**config.mk**
```make
export PLATFORM = sky130hd
export DESIGN_NAME = pinmux_bank
export DESIGN_NICKNAME = d
export VERILOG_FILES = /design/src/rtl/pinmux_pkg.sv /design/src/rtl/pinmux_sync.sv /design/src/rtl/pinmux_cell.sv /design/src/rtl/pinmux_port.sv /design/src/rtl/pinmux_bank.sv
export SDC_FILE = /design/constraint.sdc
export NUM_CORES = 1
export LEC_CHECK = 0
export ABC_CLOCK_PERIOD_IN_PS = 1100
export BUFFER_PORTS_ARGS = -buffer_cell sky130_fd_sc_hd__buf_4
export CORE_ASPECT_RATIO = 1.5
export CORE_MARGIN = 3
export CORE_UTILIZATION = 43
export DETAILED_ROUTE_END_ITERATION = 12
export MAX_ROUTING_LAYER = met4
export PLACE_DENSITY = 0.86
export SETUP_SLACK_MARGIN = 0.2
export SLEW_MARGIN = 0
export SYNTH_ARGS = -nofsm -noshare
export SYNTH_HDL_FRONTEND = slang
export SYNTH_SLANG_ARGS = --single-unit
```
**constraint.sdc**
```tcl
create_clock -name clk -period 1.1 [get_ports clk]
set_input_delay 0.165 -clock clk [delete_from_list [all_inputs] [get_ports clk]]
set_output_delay 0.165 -clock clk [all_outputs]
set_load 0.02 [all_outputs]
```
**src/rtl/pinmux_pkg.sv**
```systemverilog
package pinmux_pkg;

   // two-bit per-pin mode code: {mode-high bit, mode-low bit}
   typedef enum logic [1:0] {
      PM_RELEASE  = 2'b00,
      PM_PERIPH   = 2'b01,
      PM_DRIVE_LO = 2'b10,
      PM_DRIVE_HI = 2'b11
   } pin_mode_e;

   // word slot inside one port's four-word window
   typedef enum logic [1:0] {
      SLOT_MLO   = 2'd0,
      SLOT_MHI   = 2'd1,
      SLOT_LEVEL = 2'd2,
      SLOT_RSVD  = 2'd3
   } reg_slot_e;

   localparam int unsigned SLOTS_PER_PORT = 4;

endpackage

```
**src/rtl/pinmux_sync.sv**
```systemverilog
module pinmux_sync #(
   parameter int unsigned W      = 1,
   parameter int unsigned STAGES = 2
) (
   input  logic         clk,
   input  logic         rst_n,
   input  logic [W-1:0] d,
   output logic [W-1:0] q
);

   if (STAGES < 2) begin : g_bad_stages
      $error("pinmux_sync: STAGES must be at least 2");
   end
   if (W < 1) begin : g_bad_w
      $error("pinmux_sync: W must be at least 1");
   end

   logic [W-1:0] stage_q [STAGES];

   for (genvar s = 0; s < STAGES; s++) begin : g_stage
      if (s == 0) begin : g_first
         always_ff @(posedge clk) begin
            if (!rst_n) stage_q[s] <= '0;
            else        stage_q[s] <= d;
         end
      end else begin : g_next
         always_ff @(posedge clk) begin
            if (!rst_n) stage_q[s] <= '0;
            else        stage_q[s] <= stage_q[s-1];
         end
      end
   end

   assign q = stage_q[STAGES-1];

endmodule

```
**src/rtl/pinmux_cell.sv**
```systemverilog
module pinmux_cell
   import pinmux_pkg::*;
(
   input  logic mhi,
   input  logic mlo,
   input  logic per_do,
   input  logic per_oe,
   output logic pad_do,
   output logic pad_oe
);

   pin_mode_e mode;
   assign mode = pin_mode_e'({mhi, mlo});

   always_comb begin
      unique case (mode)
         PM_RELEASE:  begin pad_oe = 1'b0;   pad_do = 1'b0;   end
         PM_PERIPH:   begin pad_oe = per_oe; pad_do = per_do; end
         PM_DRIVE_LO: begin pad_oe = 1'b1;   pad_do = 1'b0;   end
         PM_DRIVE_HI: begin pad_oe = 1'b1;   pad_do = 1'b1;   end
         default:     begin pad_oe = 1'b0;   pad_do = 1'b0;   end
      endcase
   end

endmodule

```
**src/rtl/pinmux_port.sv**
```systemverilog
module pinmux_port
   import pinmux_pkg::*;
#(
   parameter int unsigned W           = 4,
   parameter int unsigned DATA_W      = 8,
   parameter int unsigned SYNC_STAGES = 2
) (
   input  logic              clk,
   input  logic              rst_n,
   input  logic              wr_lo,
   input  logic              wr_hi,
   input  logic [DATA_W-1:0] wdata,
   input  logic [W-1:0]      per_do,
   input  logic [W-1:0]      per_oe,
   input  logic [W-1:0]      pad_di,
   output logic [W-1:0]      mlo_q,
   output logic [W-1:0]      mhi_q,
   output logic [W-1:0]      level_q,
   output logic [W-1:0]      pad_do,
   output logic [W-1:0]      pad_oe
);

   if (W < 1 || W > DATA_W) begin : g_bad_w
      $error("pinmux_port: W must be in 1..DATA_W");
   end

   // mode registers; reset leaves every pin with its peripheral
   always_ff @(posedge clk) begin
      if (!rst_n) begin
         mlo_q <= '1;
         mhi_q <= '0;
      end else begin
         if (wr_lo) mlo_q <= wdata[W-1:0];
         if (wr_hi) mhi_q <= wdata[W-1:0];
      end
   end

   pinmux_sync #(.W(W), .STAGES(SYNC_STAGES)) u_sync (
      .clk   (clk),
      .rst_n (rst_n),
      .d     (pad_di),
      .q     (level_q)
   );

   for (genvar b = 0; b < W; b++) begin : g_pin
      pinmux_cell u_cell (
         .mhi    (mhi_q[b]),
         .mlo    (mlo_q[b]),
         .per_do (per_do[b]),
         .per_oe (per_oe[b]),
         .pad_do (pad_do[b]),
         .pad_oe (pad_oe[b])
      );

      p_release_r2: assert property (@(posedge clk) disable iff (!rst_n)
         (!mhi_q[b] && !mlo_q[b]) |-> (!pad_oe[b] && !pad_do[b]));
      p_periph_r3: assert property (@(posedge clk) disable iff (!rst_n)
         (!mhi_q[b] && mlo_q[b]) |-> (pad_oe[b] == per_oe[b] && pad_do[b] == per_do[b]));
      p_drive_r4: assert property (@(posedge clk) disable iff (!rst_n)
         mhi_q[b] |-> (pad_oe[b] && pad_do[b] == mlo_q[b]));
   end

   p_hi_write_r7: assert property (@(posedge clk) disable iff (!rst_n)
      wr_hi |=> mhi_q == $past(wdata[W-1:0]));
   p_lo_write_r7: assert property (@(posedge clk) disable iff (!rst_n)
      wr_lo |=> mlo_q == $past(wdata[W-1:0]));
   p_hold_r7: assert property (@(posedge clk) disable iff (!rst_n)
      (!wr_hi && !wr_lo) |=> ($stable(mhi_q) && $stable(mlo_q)));

   // cycles since reset release, saturating, bounds the readback check window
   logic [1:0] age_q;
   always_ff @(posedge clk) begin
      if (!rst_n)              age_q <= '0;
      else if (age_q != 2'd3)  age_q <= age_q + 2'd1;
   end

   if (SYNC_STAGES == 2) begin : g_level_chk
      p_level_r8: assert property (@(posedge clk) disable iff (!rst_n)
         (age_q >= 2'd2) |-> level_q == $past(pad_di, 2));
   end

endmodule

```
**src/rtl/pinmux_bank.sv**
```systemverilog
module pinmux_bank
   import pinmux_pkg::*;
#(
   parameter int unsigned NUM_PORTS           = 3,
   parameter int unsigned DATA_W              = 8,
   parameter int unsigned PORT_W [NUM_PORTS]  = '{6, 4, 1},
   parameter int unsigned TOTAL_PINS          = 11,
   parameter int unsigned SYNC_STAGES         = 2,
   localparam int unsigned ADDR_W = $clog2(NUM_PORTS * SLOTS_PER_PORT)
) (
   input  logic                  clk,
   input  logic                  rst_n,
   input  logic                  reg_wr,
   input  logic [ADDR_W-1:0]     reg_addr,
   input  logic [DATA_W-1:0]     reg_wdata,
   output logic [DATA_W-1:0]     reg_rdata,
   input  logic [TOTAL_PINS-1:0] per_do,
   input  logic [TOTAL_PINS-1:0] per_oe,
   output logic [TOTAL_PINS-1:0] per_di,
   output logic [TOTAL_PINS-1:0] pad_do,
   output logic [TOTAL_PINS-1:0] pad_oe,
   input  logic [TOTAL_PINS-1:0] pad_di
);

   localparam int unsigned IDX_W = ADDR_W - 2;

   function automatic int unsigned pin_base(int unsigned p);
      int unsigned s = 0;
      for (int unsigned i = 0; i < p; i++) s += PORT_W[i];
      return s;
   endfunction

   localparam int unsigned SUM_W = pin_base(NUM_PORTS);

   if (NUM_PORTS < 2) begin : g_bad_ports
      $error("pinmux_bank: NUM_PORTS must be at least 2");
   end
   if (SUM_W != TOTAL_PINS) begin : g_bad_total
      $error("pinmux_bank: TOTAL_PINS must equal the sum of PORT_W");
   end

   reg_slot_e        slot;
   logic [IDX_W-1:0] port_idx;
   assign slot     = reg_slot_e'(reg_addr[1:0]);
   assign port_idx = reg_addr[ADDR_W-1:2];

   logic [NUM_PORTS*DATA_W-1:0] rd_flat;

   for (genvar p = 0; p < NUM_PORTS; p++) begin : g_port
      localparam int unsigned W = PORT_W[p];
      localparam int unsigned B = pin_base(p);

      logic            hit;
      logic [W-1:0]    mlo, mhi, lvl;
      logic [DATA_W-1:0] rd_word;

      assign hit = (port_idx == IDX_W'(p));

      pinmux_port #(.W(W), .DATA_W(DATA_W), .SYNC_STAGES(SYNC_STAGES)) u_port (
         .clk     (clk),
         .rst_n   (rst_n),
         .wr_lo   (reg_wr && hit && slot == SLOT_MLO),
         .wr_hi   (reg_wr && hit && slot == SLOT_MHI),
         .wdata   (reg_wdata),
         .per_do  (per_do[B +: W]),
         .per_oe  (per_oe[B +: W]),
         .pad_di  (pad_di[B +: W]),
         .mlo_q   (mlo),
         .mhi_q   (mhi),
         .level_q (lvl),
         .pad_do  (pad_do[B +: W]),
         .pad_oe  (pad_oe[B +: W])
      );

      always_comb begin
         rd_word = '0;
         unique case (slot)
            SLOT_MLO:   rd_word[W-1:0] = mlo;
            SLOT_MHI:   rd_word[W-1:0] = mhi;
            SLOT_LEVEL: rd_word[W-1:0] = lvl;
            default:    rd_word = '0;
         endcase
      end

      assign rd_flat[p*DATA_W +: DATA_W] = rd_word;

      if (W < DATA_W) begin : g_upper_chk
         p_upper_zero_r6: assert property (@(posedge clk) disable iff (!rst_n)
            hit |-> reg_rdata[DATA_W-1:W] == '0);
      end
   end

   always_comb begin
      reg_rdata = '0;
      for (int p = 0; p < NUM_PORTS; p++) begin
         if (port_idx == IDX_W'(p)) reg_rdata = rd_flat[p*DATA_W +: DATA_W];
      end
   end

   assign per_di = pad_di;

   p_unmapped_r10: assert property (@(posedge clk) disable iff (!rst_n)
      (slot == SLOT_RSVD || int'(port_idx) >= int'(NUM_PORTS)) |-> reg_rdata == '0);

endmodule

```
Word level (Yosys, flattened, before mapping)
Memory sizes are Yosys's and may differ from the RTL's.
Cells that the tools add are included.

storage, ports and cells
  register bits = 22
  memory bits (writable) = 22
  input bits = 48
  output and inout bits = 41
  logic and storage cells = 132
  memories = 3

memories
  name                             depth  width  read ports  clocked after Yosys merged registers in  wr ports  line               RTL
  g_port[0].u_port.u_sync.stage_q  2      6      2           0                                        2         pinmux_sync.sv:18  logic [W-1:0] stage_q [STAGES];
  g_port[1].u_port.u_sync.stage_q  2      4      2           0                                        2         pinmux_sync.sv:18
  g_port[2].u_port.u_sync.stage_q  2      1      2           0                                        2         pinmux_sync.sv:18

cells by class
  equal/unequal tests = 37
  multiplexer cells = 36
  bitwise logic cells = 6
  reduce and logical (&&, ||, !) cells = 44

operators by type and width
  cell                  count
  $pmux W1 S3           23
  $eq A2 B2 Y1 const B  24
  $reduce_or A2 Y1      22
  $eq A2 B1 Y1 const B  13
  $logic_not A2 Y1      13
  $mux W6               3
  $pmux W6 S3           1
  $mux W8               2
  $pmux W4 S3           1
  $logic_and A1 B1 Y1   9
  $mux W4               2
  $or A1 B1 Y1          6
  $mux W1               4

Longest topological paths before layout
Gate-level depths: netlist (run 1).

  depth in word-level cells = 5
  mapped depth = 6
  mapped depth without buffers = 3

Hierarchy
From an unflattened synthesis (run 1), not the netlist that was laid out.

unflattened totals
  cell total of the unflattened synthesis = 205
  area, all modules = 2,139.6 sq um

modules (own cells, without submodules)
  module                                  times used  cells each  area each (sq um)  seq. area each (sq um)
  pinmux_bank                             1           67          560.5              0.0
  pinmux_port at g_port[0].u_port         1           39          447.9              240.2
  pinmux_sync at g_port[0].u_port.u_sync  1           25          336.6              240.2
  pinmux_port at g_port[1].u_port         1           26          296.5              160.2
  pinmux_sync at g_port[1].u_port.u_sync  1           16          210.2              160.2
  pinmux_cell                             11          2           15.0               0.0
  pinmux_port at g_port[2].u_port         1           6           70.1               40.0
  pinmux_sync at g_port[2].u_port.u_sync  1           4           52.6               40.0

Least setup slack after synthesis (run 1)
No wires, ideal clock.

  path kind = input-to-output
  start = input port reg_addr[1]
  end = output port reg_rdata[2]
  data arrival time = 1,280 ps
  data required time = 935 ps
  slack = -345 ps
  stages = 5
  buffers on the path = 2
  cells stage by stage = buf_6 > buf_8 > mux2_1 > nand2_1 > a311oi_1

on the way
  longest elaborated chain between the ends = 5
  elaborated cells between the ends (all ways) = 8
  those cells by class = eq/ne (2); mux (5); reduce/logical (1)

ends and longest elaborated chain
  what                                  line               RTL
  start: declaration                    pinmux_bank.sv:14  input logic [ADDR_W-1:0] reg_addr,
  $eq A2 B2 Y1 (tied with other cells)  pinmux_bank.sv:77  unique case (slot)
  $pmux W6 S3                           pinmux_bank.sv:77
  $mux W6                               pinmux_bank.sv:96  if (port_idx == IDX_W'(p)) reg_rdata = rd_flat[p*DATA_W +: DATA_W];
  $mux W8 * (2 in series)               pinmux_bank.sv:96
  end: declaration                      pinmux_bank.sv:16  output logic [DATA_W-1:0] reg_rdata,

Every way passes the cells marked *; elsewhere a longest branch is shown, timed or not.

Worst setup path after layout (run 1)
  start = register g_port[0].u_port.mlo_q[1]
  end = output port reg_rdata[1]

on the way
  longest elaborated chain between the ends = 4

ends and longest elaborated chain
  what                      line               RTL
  start: declaration        pinmux_port.sv:16  output logic [W-1:0] mlo_q,
  start signal: assignment  pinmux_port.sv:33  if (wr_lo) mlo_q <= wdata[W-1:0];
  $pmux W6 S3               pinmux_bank.sv:77
  $mux W6                   pinmux_bank.sv:96
  $mux W8 (2 in series)     pinmux_bank.sv:96

Every way passes these cells.

==> reports/qor.yml, run 1 <==
synth:
  synthAdderAreaFrac_pct: 0
  ys_ff_latch: 44
  synth_edf_count: 0
  yosysMostFrequentCell: "dfxtp_1"
  syn_area_sq_um: 2300
  synth_cell_type_count: 39
  syn_inst: 257
  synth_top_area_share_pct: 38.2
  synth_compound_area_share_pct: 20.0
  synth_top_family_by_area: "compound AO/OA/AOI/OAI gates"
  yosysTopAreaCell: "dfxtp_1"
  synthFlopType: "dfxtp_1"
  synthMuxAreaShare_pct: 5.65
  yosys-top-cells-count: "dfxtp_1 (44), buf_4 (39), nand3_1 (33), and2_1 (22)"
  avgSynthCellArea_sq_um: 8.96
  synth_area_leaders: "dfxtp_1 (38%), buf_4 (13%), nand3_1 (7.2%)"
  synthSimpleGateAreaFrac_pct: 19.1
  ys.warnings.count: 0
  seq_area_frac_synth_pct: 38.2
  synth_xor_area_share_pct: 0
  synthArstFlopShare_pct: 0
timing:
  rsz0062_at_grt: "true"
  maxClockFrequency_mhz: 646
  setup_ws_ns: -0.448
  period_share_pct: 141
  finalSetupViolCount: 28
  fin_crit_ns: 1.55
  hold_violations: 0
  slew_violations: 0
  holdWs_ns: 0.0829
  clock_skew_ns: 0.00445
layout:
  num-nets-final: 394
  layoutNonFillerInstCount: 415
  area_growth_pct: 53.6
  n_antenna_cell: 0
  drive_above_1_share_pct: 59.7
  fin_area_sq_um: 3540
floorplan:
  start_util_pct: 44.6
  ios: 89
  core.rowCount: 32
  dieHeight_microns: 95.6
  dieArea_sq_um: 6290
  die_width_microns: 65.8
  core_region_area_sq_um: 5160
power:
  p_per_area_nw_per_um2: 1030
  finalPower_mw: 3.64
  p_leak_nw: 1.53
  vdd_drop_max_uv: 962
clocking:
  clkLatencyLatePin_ns: 0.29
  cts_tree: "yes"
  cts_root_buffer: "clkbuf_8"
  cts_sinks: 44
  cts-buffers-inserted: 5
  cts_max_path_buffers: 2
  cts.clk_slew.worst_paths_ns: 0.09
  hold_buffers: 0
  htree_levels: 2
run:
  drv_cap: 0
drt:
  avgRoutedWirePerCell_microns: 15.6
  ant_nets: 0
  route.detailed.drc: 0
  dr.pass1.iters: 5
  drt_iter0_drc: 123
  num_vias: 2173
  vias_per_cell: 5.24
  wl_mm: 6.46
critical_path:
  required_ns: 0.94
  criticalPathCategory: "flop to primary output"
  path_max_fanout: 2
  reg2reg_slack_ns: 0.23
  cp_top_family: "flip-flops"
  crit_arrival_ns: 1.38
  critPathCaptureType: "primary output"
  critPathMaxStageDelay_ns: 0.34
  crit_path_top_delay_cell: "dfxtp_2"
  crit_buf_inv: 1
  path_cells: "mux2_4 -> a221oi_4 -> a211oi_2 -> buf_4"
  crit_path_start_kind: "flop"
place:
  post_dp_cell_area_sq_um: 3080
  place_inst: 402
  place_congestion: 0.945
  dp_hpwl_mm: 4.49
  numPortBuffers: 84
global_routing:
  grtUsageTotal_pct: 21.5
  grt_pass1_wl_mm: 10.1
  grt_start_max_net_pins: 19
  grt_pass1_vias: 2137
  antenna_found_initial: 0
  overflow: 0
min_path:
  worstHoldPathType: "primary input to flop"
run_status:
  failed_checks: "setup timing"
  status: "finished with violations"
[layer usage]
layer | GRT usage, % | part of all wire (%) | vias to the layer above
li1 | - | - | 1042
met4 | 8.48 | 2.9 | 0
met2 | 38.5 | 53 | 107
met3 | 4.01 | 6.7 | 20
met5 | - | 0 | -
met1 | 23.0 | 38 | 1004
[registers in the layout, indices dropped and copies added, names as in the netlist]
| name | count |
|---|---|
| g_port.u_port.mhi_q | 11 |
| g_port.u_port.mlo_q | 11 |
| g_port.u_port.u_sync.stage_q | 22 |
[final timing paths]
path         cells after the start                               endpoint                                  start
min                              2  g_port[0].u_port.u_sync.stage_q[0][3]                              pad_di[3]
max                              4                           reg_rdata[1]              g_port[0].u_port.mlo_q[1]
max reg2reg                      4              g_port[0].u_port.mhi_q[2]              g_port[0].u_port.mhi_q[2]
min reg2reg                      1  g_port[0].u_port.u_sync.stage_q[1][5]  g_port[0].u_port.u_sync.stage_q[0][5]
[worst reg2reg max path, cell delays in order, from the launching register on]
cell and delay [ns]:
dfxtp_2 0.37, buf_6 0.11, buf_4 0.10, o21ai_2 0.05, a21oi_1 0.16
[per-stage QoR]
step	setup TNS [ns]	utilization, %	worst slack, ns
global placement	-3.20	59.7	-0.278
floorplan	-0.451	-	-0.107
finish	-4.33	68.5	-0.448
global route	-5.50	68.5	-0.503
detailed placement	-3.79	59.7	-0.331
CTS	-4.58	66.9	-0.472
[placed cells by master (no fill, tap or decap), types with 9 or more instances in the layout]
master   netlist  routed
a21o_1        10      10
a21oi_1       12      11
and2_1        22      22
buf_4         39      84
buf_6          2      46
dfxtp_1       44      24
dfxtp_2        0      20
nand3_1       33      28
o21a_1        11      11
o21ai_1        4      13
o21ai_2        7       9
[cells by family (layout without fill, tap and decap cells)]
family          after synthesis  count (layout)
simple gates                 77              77
compound gates               67              67
buf+inv                      56             145
flops                        44              44
mux                          12              12
other cells                   1               2
[area by class of cell]
| type | instances | area (sq um) |
|---|---|---|
| flip-flops and latches | 44 | 906 |
| clock inverters | 3 | 21.3 |
| inverters | 4 | 16.3 |
| repair buffers | 133 | 1210 |
| clock buffers | 5 | 68.8 |
| well taps | 68 | 85.1 |
| multi-input cells | 158 | 1230 |
| fillers | 363 | 1630 |
[repair_timing]
item | CTS | global route
setup endpoints to repair | 33 | 42
setup buffers | 3 | 2
pin swaps | 15 | 10
resized for setup | 80 | 14
[report_power, final]
part | switching (mW) | total, mW | leakage (nW) | internal [mW]
combinational | 0.455 | 0.963 | 1.13 | 0.508
sequential | 0.0216 | 1.67 | 0.360 | 1.65
clock | 0.556 | 1.01 | 0.0445 | 0.450
total | 1.03 | 3.64 | 1.53 | 2.60
(Power assumes the default switching activity.)
==> run 2, diff against run 1 <==
--- a/config.mk
+++ b/config.mk
@@ -13,6 +13,7 @@
 export DETAILED_ROUTE_END_ITERATION = 12
 export MAX_ROUTING_LAYER = met4
 export PLACE_DENSITY = 0.86
+export RECOVER_POWER = 50
 export SETUP_SLACK_MARGIN = 0.2
 export SLEW_MARGIN = 0
 export SYNTH_ARGS = -nofsm -noshare
==> run 2 against run 1 <==
Net effect:
- the flow still finishes with violations (setup timing)
- design area down 0.71%
- critical path depth unchanged
- register-to-register slack about the same
- wire length down 0.39%
- non-clock buffer count unchanged
- cell count unchanged
- first-iteration DRC count down 2.4%
- critical endpoint unchanged
- count of clock-buffer cells in the layout unchanged
- combinational power down 1%
- largest power group unchanged
==> reports/qor.yml, run 2 (same netlist as run 1, synthesis figures left out) <==
drt:
  vias_per_cell: 5.26
  avgRoutedWirePerCell_microns: 15.5
  ant_nets: 0
  dr.pass1.iters: 5
  drt_iter0_drc: 120
  route.detailed.drc: 0
  wl_mm: 6.44
  num_vias: 2181
power:
  p_per_area_nw_per_um2: 1030
  p_leak_nw: 1.51
  vdd_drop_max_uv: 955
floorplan:
  ios: 89
  core_region_area_sq_um: 5160
  core.rowCount: 32
  dieHeight_microns: 95.6
  die_width_microns: 65.8
  start_util_pct: 44.6
  dieArea_sq_um: 6290
place:
  place_congestion: 0.945
  place_inst: 402
  post_dp_cell_area_sq_um: 3080
  numPortBuffers: 84
  dp_hpwl_mm: 4.49
timing:
  worstMarginPinSlew_ns: 0.678
  fin_crit_ns: 1.55
  slew_headroom_pct: 54.8
  finalSetupViolCount: 28
  maxClockFrequency_mhz: 644
  clock_skew_ns: 0.00381
  holdWs_ns: 0.0806
  slew_violations: 0
  hold_violations: 0
  rsz0062_at_grt: "true"
  setup_ws_ns: -0.452
  period_share_pct: 141
  tns_ns: -4.36
layout:
  mostFrequentLayoutCells: "buf_4 (77), buf_6 (46), nand3_1 (28)"
  num-nets-final: 394
  area_growth_pct: 52.5
  n_antenna_cell: 0
  fillCellCount: 371
  reg_top3: "g_port.u_port.u_sync.stage_q: 22 flops, g_port.u_port.mhi_q: 11 flops, g_port.u_port.mlo_q: 11 flops"
  largest_reg_flops: 22
  largest-register: "g_port.u_port.u_sync.stage_q"
  finish.utilization_pct: 68.0
  fin_area_sq_um: 3510
  layoutNonFillerInstCount: 415
  final_common_cell: "buf_4"
  multi_input_area_sq_um: 1230
  regArea_sq_um: 906
  drive_above_1_share_pct: 57.9
clocking:
  htree_levels: 2
  cts-buffers-inserted: 5
  cts_sinks: 44
  cts_root_buffer: "clkbuf_8"
  hold_buffers: 0
  cts_max_path_buffers: 2
  cts_tree: "yes"
  cts.clk_slew.worst_paths_ns: 0.09
  clkLatencyLatePin_ns: 0.29
critical_path:
  criticalPathCategory: "flop to primary output"
  crit_path_start_kind: "flop"
  critPathCaptureType: "primary output"
  required_ns: 0.94
  crit_arrival_ns: 1.39
  path_max_fanout: 2
run:
  drv_cap: 0
min_path:
  worstHoldPathType: "primary input to flop"
global_routing:
  overflow: 0
  grt_pass1_wl_mm: 10.1
  grt_start_max_net_pins: 19
  grt_pass1_vias: 2137
  antenna_found_initial: 0
  grtUsageTotal_pct: 21.5
run_status:
  failed_checks: "setup timing"
  status: "finished with violations"
run 2: changes by cell type in the layout (fill, tap and decap cells not counted):
| cell | previous run | this run |
|---|---|---|
| and2_0 | 0 | 4 |
| buf_4 | 84 | 77 |
| clkbuf_1 | 0 | 6 |
| and2_1 | 22 | 18 |
| buf_2 | 0 | 1 |
run 2: critical path: stages, from the launching register on:
cell and delay [ns]:
dfxtp_2 0.34, mux2_4 0.29, a221oi_4 0.25, a211oi_2 0.05, buf_4 0.16
run 2: area by class of cell:
class	instances	area share (%)
multi-input cells	158	35.1
clock inverters	3	0.606
inverters	4	0.463
repair buffers	133	33.7
well taps	68	2.42
clock buffers	5	1.96
flip-flops and latches	44	25.8
run 2: path summary, 6_finish.rpt:
path,startpoint,end,slack (ns),cells after the start
max,g_port[0].u_port.mlo_q[1],reg_rdata[1],-0.45,4
min,pad_di[2],g_port[0].u_port.u_sync.stage_q[0][2],0.08,2
max reg2reg,g_port[0].u_port.mhi_q[2],g_port[0].u_port.mhi_q[2],0.23,4
min reg2reg,g_port[1].u_port.u_sync.stage_q[0][2],g_port[1].u_port.u_sync.stage_q[1][2],0.44,1
run 2: repair_timing:
action,4_1_cts,5_1_grt
endpoints found under the hold margin,0,0
gates resized for setup,80,14
endpoints found under the setup margin,33,42
gates cloned,0,0
pin swaps,15,10
buffers inserted,3,2
run 2: power by group:
group / leakage, nW / switching [mW] / total, mW / internal (mW)
Sequential: 0.360 / 0.0215 / 1.67 / 1.64
Combinational: 1.10 / 0.454 / 0.951 / 0.497
Clock: 0.0445 / 0.554 / 1.00 / 0.450
run 2: routing by layer:
| metal | GRT usage [%] | up-vias | wire (microns) |
|---|---|---|---|
| met5 | - | - | 0 |
| met4 | 8.48 | 0 | 180 |
| met2 | 38.5 | 120 | 3420 |
| met1 | 23.0 | 1003 | 2350 |
| li1 | - | 1040 | - |
| met3 | 4.01 | 18 | 488 |
run 2: per-stage QoR:
| stage | setup WS, ns | total power [mW] |
|---|---|---|
| finish | -0.452 | 3.62 |
| global route | -0.503 | 3.79 |
| CTS | -0.472 | 3.62 |
| detailed placement | -0.331 | 2.53 |
| global placement | -0.278 | 2.51 |
| floorplan | -0.107 | 2.24 |
